$ cat config.mk
export PLATFORM = sky130hd
export DESIGN_NAME = crc_ser_enc
export DESIGN_NICKNAME = d
export VERILOG_FILES = /design/src/rtl/crc_ser_pkg.sv /design/src/rtl/crc_ser_divider.sv /design/src/rtl/crc_ser_phase_ctl.sv /design/src/rtl/crc_ser_enc.sv
export SDC_FILE = /design/constraint.sdc
export NUM_CORES = 1
export LEC_CHECK = 0
export BUFFER_PORTS_ARGS = -buffer_cell sky130_fd_sc_hd__clkbuf_2
export CORE_UTILIZATION = 30
export DETAILED_ROUTE_END_ITERATION = 12
export PLACE_DENSITY = 0.54
export SLEW_MARGIN = 20
export SYNTH_ARGS = -nofsm -noshare
export SYNTH_HDL_FRONTEND = slang
export SYNTH_SLANG_ARGS = --single-unit
$ cat constraint.sdc
create_clock -name clk -period 1.3 [get_ports clk]
set_input_delay 0.065 -clock clk [delete_from_list [all_inputs] [get_ports clk]]
set_output_delay 0.065 -clock clk [all_outputs]
set_load 0.05 [all_outputs]
$ cat src/rtl/crc_ser_pkg.sv
package crc_ser_pkg;

    typedef enum logic [1:0] {
        PH_IDLE = 2'd0,
        PH_MSG  = 2'd1,
        PH_FCS  = 2'd2
    } phase_e;

endpackage

$ cat src/rtl/crc_ser_divider.sv
module crc_ser_divider #(
    parameter int unsigned        DEG  = 5,
    parameter logic [DEG-1:0]     POLY = 5'b10101
) (
    input  logic [DEG-1:0] rem_i,
    input  logic           bit_i,
    input  logic           fb_en_i,
    output logic [DEG-1:0] rem_o
);

    logic fb;

    // feedback = top stage XOR incoming bit, gated off during shift-out
    assign fb = fb_en_i & (rem_i[DEG-1] ^ bit_i);

    for (genvar i = 0; i < DEG; i++) begin : g_stage
        if (i == 0) begin : g_low
            if (POLY[0]) begin : g_tap
                assign rem_o[0] = fb;
            end else begin : g_notap
                assign rem_o[0] = 1'b0;
            end
        end else begin : g_up
            if (POLY[i]) begin : g_tap
                assign rem_o[i] = rem_i[i-1] ^ fb;
            end else begin : g_notap
                assign rem_o[i] = rem_i[i-1];
            end
        end
    end

endmodule

$ cat src/rtl/crc_ser_phase_ctl.sv
module crc_ser_phase_ctl
    import crc_ser_pkg::*;
#(
    parameter int unsigned DEG   = 5,
    parameter int unsigned CNT_W = 3
) (
    input  phase_e             phase_q,
    input  logic [CNT_W-1:0]   cnt_q,
    input  logic               in_valid_i,
    input  logic               sof_i,
    input  logic               eom_i,
    output phase_e             phase_d,
    output logic [CNT_W-1:0]   cnt_d,
    output logic               take_o,
    output logic               clear_o,
    output logic               shift_o,
    output logic               last_o
);

    localparam logic [CNT_W-1:0] LAST_CNT = CNT_W'(DEG - 1);

    always_comb begin
        phase_d = phase_q;
        cnt_d   = cnt_q;
        clear_o = 1'b0;
        take_o  = 1'b0;
        shift_o = 1'b0;
        last_o  = 1'b0;

        if (phase_q == PH_FCS) begin
            shift_o = 1'b1;
            if (cnt_q == LAST_CNT) begin
                last_o  = 1'b1;
                phase_d = PH_IDLE;
                cnt_d   = '0;
            end else begin
                cnt_d = cnt_q + 1'b1;
            end
        end else if (in_valid_i) begin
            if (sof_i) begin
                clear_o = 1'b1;
                take_o  = 1'b1;
            end else if (phase_q == PH_MSG) begin
                take_o = 1'b1;
            end
            if (take_o) begin
                cnt_d   = '0;
                phase_d = eom_i ? PH_FCS : PH_MSG;
            end
        end
    end

endmodule

$ cat src/rtl/crc_ser_enc.sv
module crc_ser_enc
    import crc_ser_pkg::*;
#(
    parameter int unsigned    DEG  = 5,
    parameter logic [DEG-1:0] POLY = 5'b10101
) (
    input  logic clk,
    input  logic rst_n,
    input  logic in_valid_i,
    input  logic in_bit_i,
    input  logic sof_i,
    input  logic eom_i,
    output logic out_bit_o,
    output logic out_valid_o,
    output logic done_o
);

    localparam int unsigned CNT_W = $clog2(DEG + 1);

    typedef struct packed {
        phase_e           phase;
        logic [CNT_W-1:0] cnt;
        logic [DEG-1:0]   rem;
        logic             obit;
        logic             ovld;
        logic             done;
    } state_t;

    state_t state_d, state_q;

    phase_e           phase_nx;
    logic [CNT_W-1:0] cnt_nx;
    logic             take, clear, shift, last;
    logic [DEG-1:0]   rem_base, rem_step;
    phase_e           phase_w;

    assign phase_w = state_q.phase;

    crc_ser_phase_ctl #(
        .DEG   (DEG),
        .CNT_W (CNT_W)
    ) u_ctl (
        .phase_q    (state_q.phase),
        .cnt_q      (state_q.cnt),
        .in_valid_i (in_valid_i),
        .sof_i      (sof_i),
        .eom_i      (eom_i),
        .phase_d    (phase_nx),
        .cnt_d      (cnt_nx),
        .take_o     (take),
        .clear_o    (clear),
        .shift_o    (shift),
        .last_o     (last)
    );

    assign rem_base = clear ? '0 : state_q.rem;

    crc_ser_divider #(
        .DEG  (DEG),
        .POLY (POLY)
    ) u_div (
        .rem_i   (rem_base),
        .bit_i   (in_bit_i),
        .fb_en_i (take),
        .rem_o   (rem_step)
    );

    always_comb begin
        state_d       = state_q;
        state_d.phase = phase_nx;
        state_d.cnt   = cnt_nx;
        state_d.ovld  = take | shift;
        state_d.done  = last;
        state_d.obit  = take ? in_bit_i : state_q.rem[DEG-1];
        if (take || shift) begin
            state_d.rem = rem_step;
        end
    end

    always_ff @(posedge clk or negedge rst_n) begin
        if (!rst_n) begin
            state_q <= '{phase: PH_IDLE, cnt: '0, rem: '0,
                         obit: 1'b0, ovld: 1'b0, done: 1'b0};
        end else begin
            state_q <= state_d;
        end
    end

    assign out_bit_o   = state_q.obit;
    assign out_valid_o = state_q.ovld;
    assign done_o      = state_q.done;

endmodule

==> results of run 1 <==
worst max-delay path: stages, from the launching register on:
cell,delay (ps)
dfrtp_2,450
nand4bb_4,210
o221ai_4,250
nand4_1,130
a32o_1,240
stage by stage:
| step | utilization (%) | setup TNS [ps] | instance area, um^2 | worst slack [ps] | total power, W |
|---|---|---|---|---|---|
| 2_1_floorplan | - | -175 | 768 | -93.7 | 0.00121 |
| 3_3_place_gp | 37.6 | -324 | 872 | -102 | 0.00139 |
| 3_5_place_dp | 37.6 | -471 | 872 | -144 | 0.00140 |
| 4_1_cts | 40.1 | -267 | 930 | -97.6 | 0.00170 |
| 5_1_grt | 40.4 | -903 | 937 | -194 | 0.00181 |
| 6_report | 40.4 | -333 | 937 | -90.5 | 0.00168 |
layout make-up:
class	count	share of cell area (%)
Inverter	4	1.60
Tap cell	28	3.74
Clock inverter	1	0.534
Clock buffer	3	2.40
Sequential cell	13	35.0
Multi-Input combinational cell	54	40.7
Timing Repair Buffer	22	16.0
where the power goes:
| part | leakage, nW | internal (W) | switching (W) |
|---|---|---|---|
| sequential | 0.164 | 0.000546 | 0.000118 |
| combinational | 0.262 | 0.000358 | 0.000396 |
| clock | 0.0177 | 0.000114 | 0.000146 |
| total | 0.444 | 0.00102 | 0.000660 |
cells in the final DEF, fill, tap and decap left out, types with 2 or more instances in the layout:
cell and instances:
dlygate4sd3_1 2, clkbuf_4 3, nand3_1 5, nor2_1 4, o21ai_1 2, a21oi_1 2, ha_1 2, inv_1 3
nand2_1 10, buf_4 12, a21o_1 3, o21ai_0 8, a31oi_1 2, dfrtp_1 11, clkbuf_2 8, dfrtp_2 2
what timing repair did:
| item | CTS | global route |
|---|---|---|
| pin swaps | 2 | 3 |
| buffers inserted | 1 | 1 |
| hold endpoints to repair | 14 | 0 |
| hold buffers | 2 | 0 |
| resized for setup | 2 | 1 |
| setup endpoints to repair | 8 | 8 |
| cloned | 0 | 0 |
logic make-up after synthesis:
| logic type | synth area share (%) |
|---|---|
| simple gates | 22.0 |
| buf+inv | 7.99 |
| compound gates | 24.3 |
| flops | 42.4 |
| fa+ha+maj | 3.26 |
layer usage:
| layer | GRT usage [%] | part of all wire [%] | up-vias |
|---|---|---|---|
| met5 | 0 | 0 | - |
| met4 | 2.63 | 0.88 | 0 |
| met3 | 5.22 | 3.3 | 2 |
| met2 | 22.6 | 46 | 11 |
| met1 | 16.6 | 50 | 301 |
| li1 | - | - | 312 |
state kept, by name, summed over array words and instances (netlist names):
name / flops
out_valid_o: 1
phase_w: 2
done_o: 1
state_q: 8
out_bit_o: 1
worst max-delay path by stage:
stage	start	to	slack (ps)	cells after the start
CTS	phase_w[1]	state_q[7]	-100	4
detailed placement	phase_w[0]	state_q[5]	-140	4
global placement	phase_w[0]	state_q[5]	-100	4
floorplan	phase_w[0]	state_q[5]	-90	5
global route	phase_w[1]	state_q[5]	-190	4
finish	phase_w[1]	state_q[5]	-90	4
==> flow_metrics.env, run 1 <==
export IMPL_finalWorstSetupSlack_ps=-90.5
export IMPL_gr_usage_all_layers_pct=13.6
export IMPL_clock_fmax_mhz=719
export IMPL_period_needed_ps=1390
export IMPL_cp_arrival_ps=1570
export IMPL_r2r_end="state_q[5]"
export IMPL_clk_pin_slew_ps=90
export IMPL_die_width_um=52.6
export IMPL_multi_input_area_um2=382
export IMPL_yosysMostFrequentCell="dfrtp_1"
export IMPL_grt_remaining_overflow=0
export IMPL_wl_mm=1.60
export IMPL_grt_pass1_wl_mm=2.65
export IMPL_r2r_setup_slack_ps=-90
export IMPL_ir_drop_v=0.00114
export IMPL_syn_area_um2=767
export IMPL_hpwl_mm=1.14
export IMPL_crit_type="reg -> reg"
export IMPL_vias=626
export IMPL_drtIter0Drc=21
export IMPL_antenna_cells=0
export IMPL_finalCritPeriodShare_pct=107
export IMPL_slew_headroom_pct=77.0
export IMPL_worstPathRequired_ps=1480
export IMPL_min_from="in_bit_i"
export IMPL_synth_top_area_cell="dfrtp_1"
export IMPL_synth_seq_cells=13
export IMPL_powerDensity_nw_per_um2=1790
export IMPL_die_h_um=52.6
export IMPL_final_hold_violation_count=0
export IMPL_clkSinkCount=13
export IMPL_cts_tree="built"
export IMPL_synth_edff_count=0
export IMPL_htree_levels=1
export IMPL_ys_types=31
export IMPL_hold_path_class="in -> reg"
export IMPL_stdcell_count=125
export IMPL_critPathLaunchType="flop"
export IMPL_skew_ps=3.88
export IMPL_synthTopCellsByArea="dfrtp_1, o21ai_0, nand2_1, buf_6, nand4bb_4"
export IMPL_antenna_found_initial=0
export IMPL_yosysTopAreaCellShare_pct=42.4
export IMPL_cts_made_buffers=3
export IMPL_coreArea_um2=2320
export IMPL_setup_viol_count_final=7
export IMPL_ys_seq_area_share_pct=42.4
export IMPL_end_kind="flop"
export IMPL_status="complete, but fails checks"
export IMPL_synth_fp_nets=84
export IMPL_root_buffer="clkbuf_4"
export IMPL_cp_max_fo=6
export IMPL_synthCells=76
export IMPL_clock_latency_ps=280
export IMPL_reg2reg_depth=4
export IMPL_syn2layout_area_growth_pct=22.2
export IMPL_regArea_um2=328
export IMPL_clock_path_buffers=2
export IMPL_final_nets=106
export IMPL_holdWs_ps=103
export IMPL_yosysWarnings=0
export IMPL_synth_ff_type="dfrtp_1"
export IMPL_rsz0062_at_grt="true"
export IMPL_drc_errors=0
export IMPL_async_reset_ff_share_pct=100
export IMPL_min_path_cells=3
export IMPL_dieArea_um2=2760
export IMPL_worstMarginPinSlew_ps=345
export IMPL_holdPathEnd="out_bit_o"
export IMPL_max_cap_violations=0
export IMPL_routed_via_density=5.01
export IMPL_timing_rr_start="phase_w[1]"
export IMPL_yosys_top_cells_count="dfrtp_1, nand2_1, o21ai_0"
export IMPL_place_congestion=0.717
export IMPL_drv_slew=0
export IMPL_dp_cells=117
export IMPL_fill_cells=245
export IMPL_avgSynthCellArea_um2=10.1
export IMPL_boundaryPins=9
export IMPL_portBuffers=8
export IMPL_initial_utilization_pct=33.1
export IMPL_grt_pass1_vias=601
export IMPL_drive_gt1_share_pct=36.1
export IMPL_post_drt_wl_per_cell_um=12.8
export IMPL_drt_first_pass_iters=4
export IMPL_antenna_left=0
export IMPL_grt_max_degree=14
export IMPL_rows=17
export IMPL_p_leak_nw=0.444
export IMPL_violations="negative setup slack"
No activity file was read; power rests on OpenSTA's default activity.
==> run 2: changes to the inputs <==
--- a/config.mk
+++ b/config.mk
@@ -5,10 +5,12 @@
 export SDC_FILE = /design/constraint.sdc
 export NUM_CORES = 1
 export LEC_CHECK = 0
+export ABC_AREA = 1
 export BUFFER_PORTS_ARGS = -buffer_cell sky130_fd_sc_hd__clkbuf_2
 export CORE_UTILIZATION = 30
 export DETAILED_ROUTE_END_ITERATION = 12
-export PLACE_DENSITY = 0.54
+export PLACE_DENSITY = 0.55
+export SKIP_CTS_REPAIR_TIMING = 1
 export SLEW_MARGIN = 20
 export SYNTH_ARGS = -nofsm -noshare
 export SYNTH_HDL_FRONTEND = slang
==> run 2 against run 1 <==
The run now ends clean; hold slack improved by 47 ps; synthesized cell count decreased by 1.3%; register-to-register slack improved by 170 ps; die area decreased by 12%; critical path type unchanged; area after synthesis decreased by 13%.
==> flow_metrics.env, run 2 <==
export IMPL_status="completed"
export IMPL_dp_cells=110
export IMPL_multi_input_area_um2=312
export IMPL_post_drt_wl_per_cell_um=10.4
export IMPL_wl_mm=1.25
export IMPL_clock_path_buffers=2
export IMPL_drtIter0Drc=12
export IMPL_coreArea_um2=2020
export IMPL_yosys_mux_area_fraction_pct=0
export IMPL_power_frac_comb_pct=47.1
export IMPL_dp_slack_ps=84.6
export IMPL_utilization_pct=41.2
export IMPL_antenna_cells=0
export IMPL_cts_tree="built"
export IMPL_worstMarginPinSlew_ps=322
export IMPL_max_cap_violations=0
export IMPL_cp_arrival_ps=1440
export IMPL_rsz0062_at_grt="true"
export IMPL_clk_pin_slew_ps=90
export IMPL_yosys_area_share_simple_pct=32.1
export IMPL_hold_path_class="in -> reg"
export IMPL_yosysTopAreaCellShare_pct=48.5
export IMPL_ys_types=19
export IMPL_seqPwrFrac_pct=38.9
export IMPL_fill_cells=212
export IMPL_boundaryPins=9
export IMPL_yosys_top_cells_count="nand2_1, dfrtp_1, inv_1"
export IMPL_ir_drop_v=0.000840
export IMPL_synth_fp_nets=83
export IMPL_rows=16
export IMPL_drive_gt1_share_pct=31.2
export IMPL_synth_edff_count=0
export IMPL_clock_fmax_mhz=818
export IMPL_final_common_cell="nand2_1"
export IMPL_hpwl_um=912
export IMPL_root_buffer="clkbuf_4"
export IMPL_synth_ff_type="dfrtp_1"
export IMPL_grt_pass1_wl_mm=2.07
export IMPL_dieArea_um2=2430
export IMPL_final_nets=102
export IMPL_regArea_um2=325
export IMPL_grt_remaining_overflow=0
export IMPL_async_reset_ff_share_pct=100
export IMPL_top_register="state_q"
export IMPL_htree_levels=1
export IMPL_antenna_left=0
export IMPL_largest_register_ffs=8
export IMPL_slew_headroom_pct=78.5
export IMPL_synth_seq_cells=13
export IMPL_mostFrequentLayoutCells="nand2_1, dfrtp_1, inv_1, clkbuf_2, nand3_1"
export IMPL_stdcell_count=120
export IMPL_clkPwrFrac_pct=13.9
export IMPL_drt_first_pass_iters=4
export IMPL_holdWs_ps=150
export IMPL_syn_area_um2=671
export IMPL_avgSynthCellArea_um2=8.94
export IMPL_placed_area_um2=744
export IMPL_routed_via_density=4.36
export IMPL_synth_xor_area_share_pct=1.31
export IMPL_ys_seq_area_share_pct=48.5
export IMPL_setup_viol_count_final=0
export IMPL_grt_max_degree=14
export IMPL_skew_ps=7.59
export IMPL_yosys_area_share_adder_pct=3.73
export IMPL_initial_utilization_pct=33.2
export IMPL_stdcell_area_um2=832
export IMPL_finalWorstSetupSlack_ps=77.6
export IMPL_worstPathRequired_ps=1520
export IMPL_synthCells=75
export IMPL_antenna_found_initial=0
export IMPL_synth_top_area_cell="dfrtp_1"
export IMPL_yosysWarnings=0
export IMPL_cp_max_fo=6
export IMPL_synthTopCellsByArea="dfrtp_1, nand2_1, nand2_4, nand3_1, inv_1"
export IMPL_drv_slew=0
export IMPL_place_congestion=0.719
export IMPL_yosysMostFrequentCell="nand2_1"
export IMPL_cts_made_buffers=3
export IMPL_gr_usage_all_layers_pct=11.2
export IMPL_sw_frac_of_total_pct=45.3
export IMPL_critPathLaunchType="flop"
export IMPL_p_leak_nw=0.441
export IMPL_die_h_um=49.3
export IMPL_clkSinkCount=13
export IMPL_grt_pass1_vias=502
export IMPL_vias=523
export IMPL_powerDensity_nw_per_um2=2160
export IMPL_die_width_um=49.3
export IMPL_period_needed_ps=1220
export IMPL_synth_compound_area_share_pct=7.84
export IMPL_end_kind="flop"
export IMPL_internal_power_w=0.000982
export IMPL_switchingPower_w=0.000813
export IMPL_crit_type="reg -> reg"
export IMPL_drc_errors=0
export IMPL_clock_latency_ps=270
export IMPL_syn2layout_area_growth_pct=24.1
export IMPL_final_hold_violation_count=0
export IMPL_synth_top_family_by_area="simple AND/OR/NAND/NOR gates"
export IMPL_finalCritPeriodShare_pct=94.0
export IMPL_portBuffers=8
==> run 2: cell types whose count changed in the layout (fill, tap and decap cells not counted), sizes merged, moves of 2 or more <==
| cell | change |
|---|---|
| buf | -8 |
| nor2 | -2 |
| nand2 | +19 |
| nand3 | +3 |
| a21o | -3 |
| o21ai | -6 |
| inv | +7 |
| a31oi | -2 |
| nand4bb | -2 |
==> run 2: cell type report <==
| type | count | area share (%) |
|---|---|---|
| flip-flops and latches | 13 | 39.1 |
| repair buffers | 14 | 10.8 |
| well taps | 27 | 4.06 |
| multi-input cells | 51 | 37.4 |
| clock buffers | 3 | 2.71 |
| clock inverters | 1 | 0.602 |
| inverters | 11 | 5.26 |
==> run 2: routing by layer <==
layer	wire, um	GRT usage (%)	vias to the layer above
met1	566	14.0	242
li1	-	-	270
met2	635	17.6	9
met4	17	7.35	0
met3	30	1.87	2
met5	0	0	-
==> run 2: cell families (layout without fill, tap and decap cells) <==
family,count (synthesis),in the layout
buffers and inverters,11,29
XOR/XNOR,1,1
AND/OR/NAND/NOR,39,39
flip-flops,13,13
adder cells (fa/ha/maj),2,2
AO/OA/AOI/OAI,9,9
==> run 2: stage by stage <==
step / setup TNS [ps] / total power, W
4_1_cts: 0 / 0.00175
6_report: 0 / 0.00179
3_3_place_gp: 0 / 0.00149
3_5_place_dp: 0 / 0.00149
2_1_floorplan: 0 / 0.00132
5_1_grt: -46.6 / 0.00195
==> run 2: final timing paths <==
kind / from / endpoint / slack, ps / depth (start not counted)
max in group asynchronous: rst_n / state_q[10] / 840 / 2
hold / removal: in_bit_i / state_q[7] / 150 / 5
hold reg to reg: state_q[5] / state_q[5] / 480 / 2
min in group asynchronous: rst_n / state_q[5] / 210 / 2
setup / recovery: phase_w[1] / state_q[5] / 80 / 9
setup reg to reg: phase_w[1] / state_q[5] / 80 / 9
==> run 2: power groups by stage <==
| stage | registers, W | logic, W | clock network, W |
|---|---|---|---|
| floorplan | 0.000797 | 0.000525 | 0 |
| global placement | 0.000697 | 0.000791 | 0 |
| global route | 0.000723 | 0.000951 | 0.000280 |
| finish | 0.000698 | 0.000846 | 0.000250 |
| CTS | 0.000692 | 0.000796 | 0.000259 |
| detailed placement | 0.000702 | 0.000792 | 0 |
==> run 2: worst max-delay path, stage by stage (launching register included) <==
cell	delay, ps
dfrtp_1	420
inv_2	80
nand2_2	50
nand2_2	70
nand2_4	80
nor2_8	160
nand3_4	90
nand2_1	70
nand3_1	70
nand2_1	70
==> run 3: changes to the inputs <==
--- a/config.mk
+++ b/config.mk
@@ -9,9 +9,10 @@
 export BUFFER_PORTS_ARGS = -buffer_cell sky130_fd_sc_hd__clkbuf_2
 export CORE_UTILIZATION = 30
 export DETAILED_ROUTE_END_ITERATION = 12
-export PLACE_DENSITY = 0.55
+export PLACE_DENSITY = 0.54
 export SKIP_CTS_REPAIR_TIMING = 1
 export SLEW_MARGIN = 20
 export SYNTH_ARGS = -nofsm -noshare
 export SYNTH_HDL_FRONTEND = slang
+export SYNTH_HIERARCHICAL = 1
 export SYNTH_SLANG_ARGS = --single-unit
==> run 3 against run 2 <==
Register-to-register slack got worse by 140 ps; clock skew shrank 5.6 ps; flip-flop and latch count unchanged; final area is 12% higher; hold slack got worse by 110 ps; the run now ends with negative setup slack left; utilization is 0.081 points higher; largest cell class is now multi-input gates.
==> flow_metrics.env, run 3 <==
export IMPL_root_buffer="clkbuf_4"
export IMPL_cts_made_buffers=3
export IMPL_yosysMostFrequentCell="nand2_1"
export IMPL_drt_first_pass_iters=4
export IMPL_initial_utilization_pct=32.1
export IMPL_synth_top_area_cell="dfrtp_1"
export IMPL_min_from="in_bit_i"
export IMPL_htree_levels=1
export IMPL_synth_fp_nets=108
export IMPL_grt_max_degree=14
export IMPL_ys_types=16
export IMPL_yosysWarnings=6
export IMPL_dieArea_um2=2620
export IMPL_mostFrequentLayoutCells="nand2_1, inv_1, dfrtp_1"
export IMPL_clkSinkCount=13
export IMPL_final_nets=127
export IMPL_antenna_found_initial=0
export IMPL_boundaryPins=9
export IMPL_syn2layout_area_growth_pct=28.3
export IMPL_utilization_pct=41.2
export IMPL_end_kind="flop"
export IMPL_hpwl_um=980
export IMPL_yosysTopAreaCellShare_pct=44.9
export IMPL_drc_errors=0
export IMPL_powerDensity_nw_per_um2=2000
export IMPL_yosys_top_cells_count="nand2_1, inv_1, dfrtp_1"
export IMPL_coreArea_um2=2250
export IMPL_violations="negative setup slack"
export IMPL_top_layer="met4"
export IMPL_final_hold_violation_count=0
export IMPL_place_congestion=0.711
export IMPL_clock_fmax_mhz=733
export IMPL_cp_arrival_ps=1520
export IMPL_synth_edff_count=0
export IMPL_worstPathRequired_ps=1460
export IMPL_final_common_cell="nand2_1"
export IMPL_clk_pin_slew_ps=70
export IMPL_hold_path_class="in -> reg"
export IMPL_slew_headroom_pct=77.3
export IMPL_drt_met1_wl_um=648
export IMPL_avgSynthCellArea_um2=7.24
export IMPL_synth_ff_type="dfrtp_1"
export IMPL_ys_seq_area_share_pct=44.9
export IMPL_drtIter0Drc=6
export IMPL_vias=609
export IMPL_status="complete, but fails checks"
export IMPL_power_total_w=0.00186
export IMPL_finalWorstSetupSlack_ps=-64.8
export IMPL_setup_viol_count_final=2
export IMPL_reg2reg_depth=12
export IMPL_die_width_um=51.1
export IMPL_wl_mm=1.37
export IMPL_max_cap_violations=0
export IMPL_rsz0062_at_grt="true"
export IMPL_met2WireLength_um=659
export IMPL_critPathLaunchType="flop"
export IMPL_synthTopCellsByArea="dfrtp_1, nand2_1, inv_1, nor2_1, o21ai_0"
export IMPL_top_register="state_q"
export IMPL_p_leak_nw=0.523
export IMPL_synth_seq_cells=13
export IMPL_largest_register_ffs=8
export IMPL_crit_type="reg -> reg"
export IMPL_ir_drop_v=0.000830
export IMPL_antenna_left=0
export IMPL_cts_tree="built"
export IMPL_rows=17
export IMPL_holdPathEnd="out_bit_o"
export IMPL_worstMarginPinSlew_ps=340
export IMPL_synthCells=100
export IMPL_clock_latency_ps=270
export IMPL_portBuffers=8
export IMPL_syn_area_um2=724
export IMPL_routed_via_density=4.17
export IMPL_antenna_cells=0
export IMPL_drive_gt1_share_pct=30.5
export IMPL_multi_input_area_um2=347
export IMPL_grt_pass1_vias=539
export IMPL_startpoint="phase_w[0]"
export IMPL_r2r_setup_slack_ps=-60
export IMPL_cp_max_fo=4
export IMPL_wl_met3_um=40
export IMPL_grt_pass1_wl_mm=2.23
export IMPL_timing_rr_start="phase_w[0]"
export IMPL_regArea_um2=325
export IMPL_period_needed_ps=1360
export IMPL_fill_cells=246
export IMPL_skew_ps=2.03
export IMPL_finalCritPeriodShare_pct=105
export IMPL_die_h_um=51.1
export IMPL_post_drt_wl_per_cell_um=9.37
export IMPL_async_reset_ff_share_pct=100
export IMPL_clock_path_buffers=2
export IMPL_r2r_end="state_q[5]"
export IMPL_grt_remaining_overflow=0
export IMPL_drv_slew=0
export IMPL_min_path_cells=3
export IMPL_gr_usage_all_layers_pct=11.7
-- run 3: logic make-up (layout without fill, tap and decap cells) --
kind of cell    count (synthesis)  count (layout)  share of synthesized area (%)
xor+xnor                        1               1                           1.21
simple gates                   51              51                           29.9
flops                          13              13                           44.9
fa+ha+maj                       2               2                           3.45
buf+inv                        24              42                           14.0
compound gates                  9               9                           6.56
-- run 3: final cells by class --
cell class                 count  share of cell area, %
multi-input combinational     63                   37.3
sequential                    13                   35.0
timing repair buffer          17                   12.7
inverter                      21                   8.48
tap                           28                   3.77
clock buffer                   4                   2.83
-- run 3: stage by stage --
| step | setup WS [ps] | instances | hold slack, ps | setup TNS (ps) | area [um^2] |
|---|---|---|---|---|---|
| 5_1_grt | -154 | 146 | 58.0 | -463 | 930 |
| 6_report | -64.8 | 146 | 39.9 | -76.1 | 930 |
| 4_1_cts | -46.6 | 144 | -326 | -69.5 | 866 |
| 2_1_floorplan | 2.19 | 100 | -231 | 0 | 734 |
| 3_5_place_dp | -37.9 | 140 | -16.9 | -53.1 | 840 |
| 3_3_place_gp | -27.3 | 140 | -17.6 | -43.4 | 840 |
-- run 3: critical path: stages, from the launching register on --
cell and delay [ps]:
dfrtp_1 390, inv_2 60, nand2_2 60, nand3_2 80, inv_2 60, nor2_4 100
inv_2 60, nand2_4 80, nand3_4 80, nand2_1 80, nand2_1 50, o21ai_1 80
nand2_1 70
-- run 3: report_power, final --
part | internal [W] | switching (W)
Combinational | 0.000357 | 0.000609
Clock | 0.000119 | 0.000124
Sequential | 0.000565 | 0.0000892
-- run 3: how the worst max path moves through the flow --
stage,cells past startpoint,end,slack [ps]
floorplan,10,state_q[5],2
global placement,12,state_q[5],-30
detailed placement,12,state_q[5],-40
CTS,12,state_q[5],-50
global route,12,state_q[5],-150
finish,12,state_q[5],-60
-- run 3: layer usage --
metal / vias to the layer above / global-route usage, %
met5: - / 0
met4: 0 / 5.56
met3: 2 / 4.46
met2: 8 / 19.1
met1: 266 / 13.3
li1: 333 / -
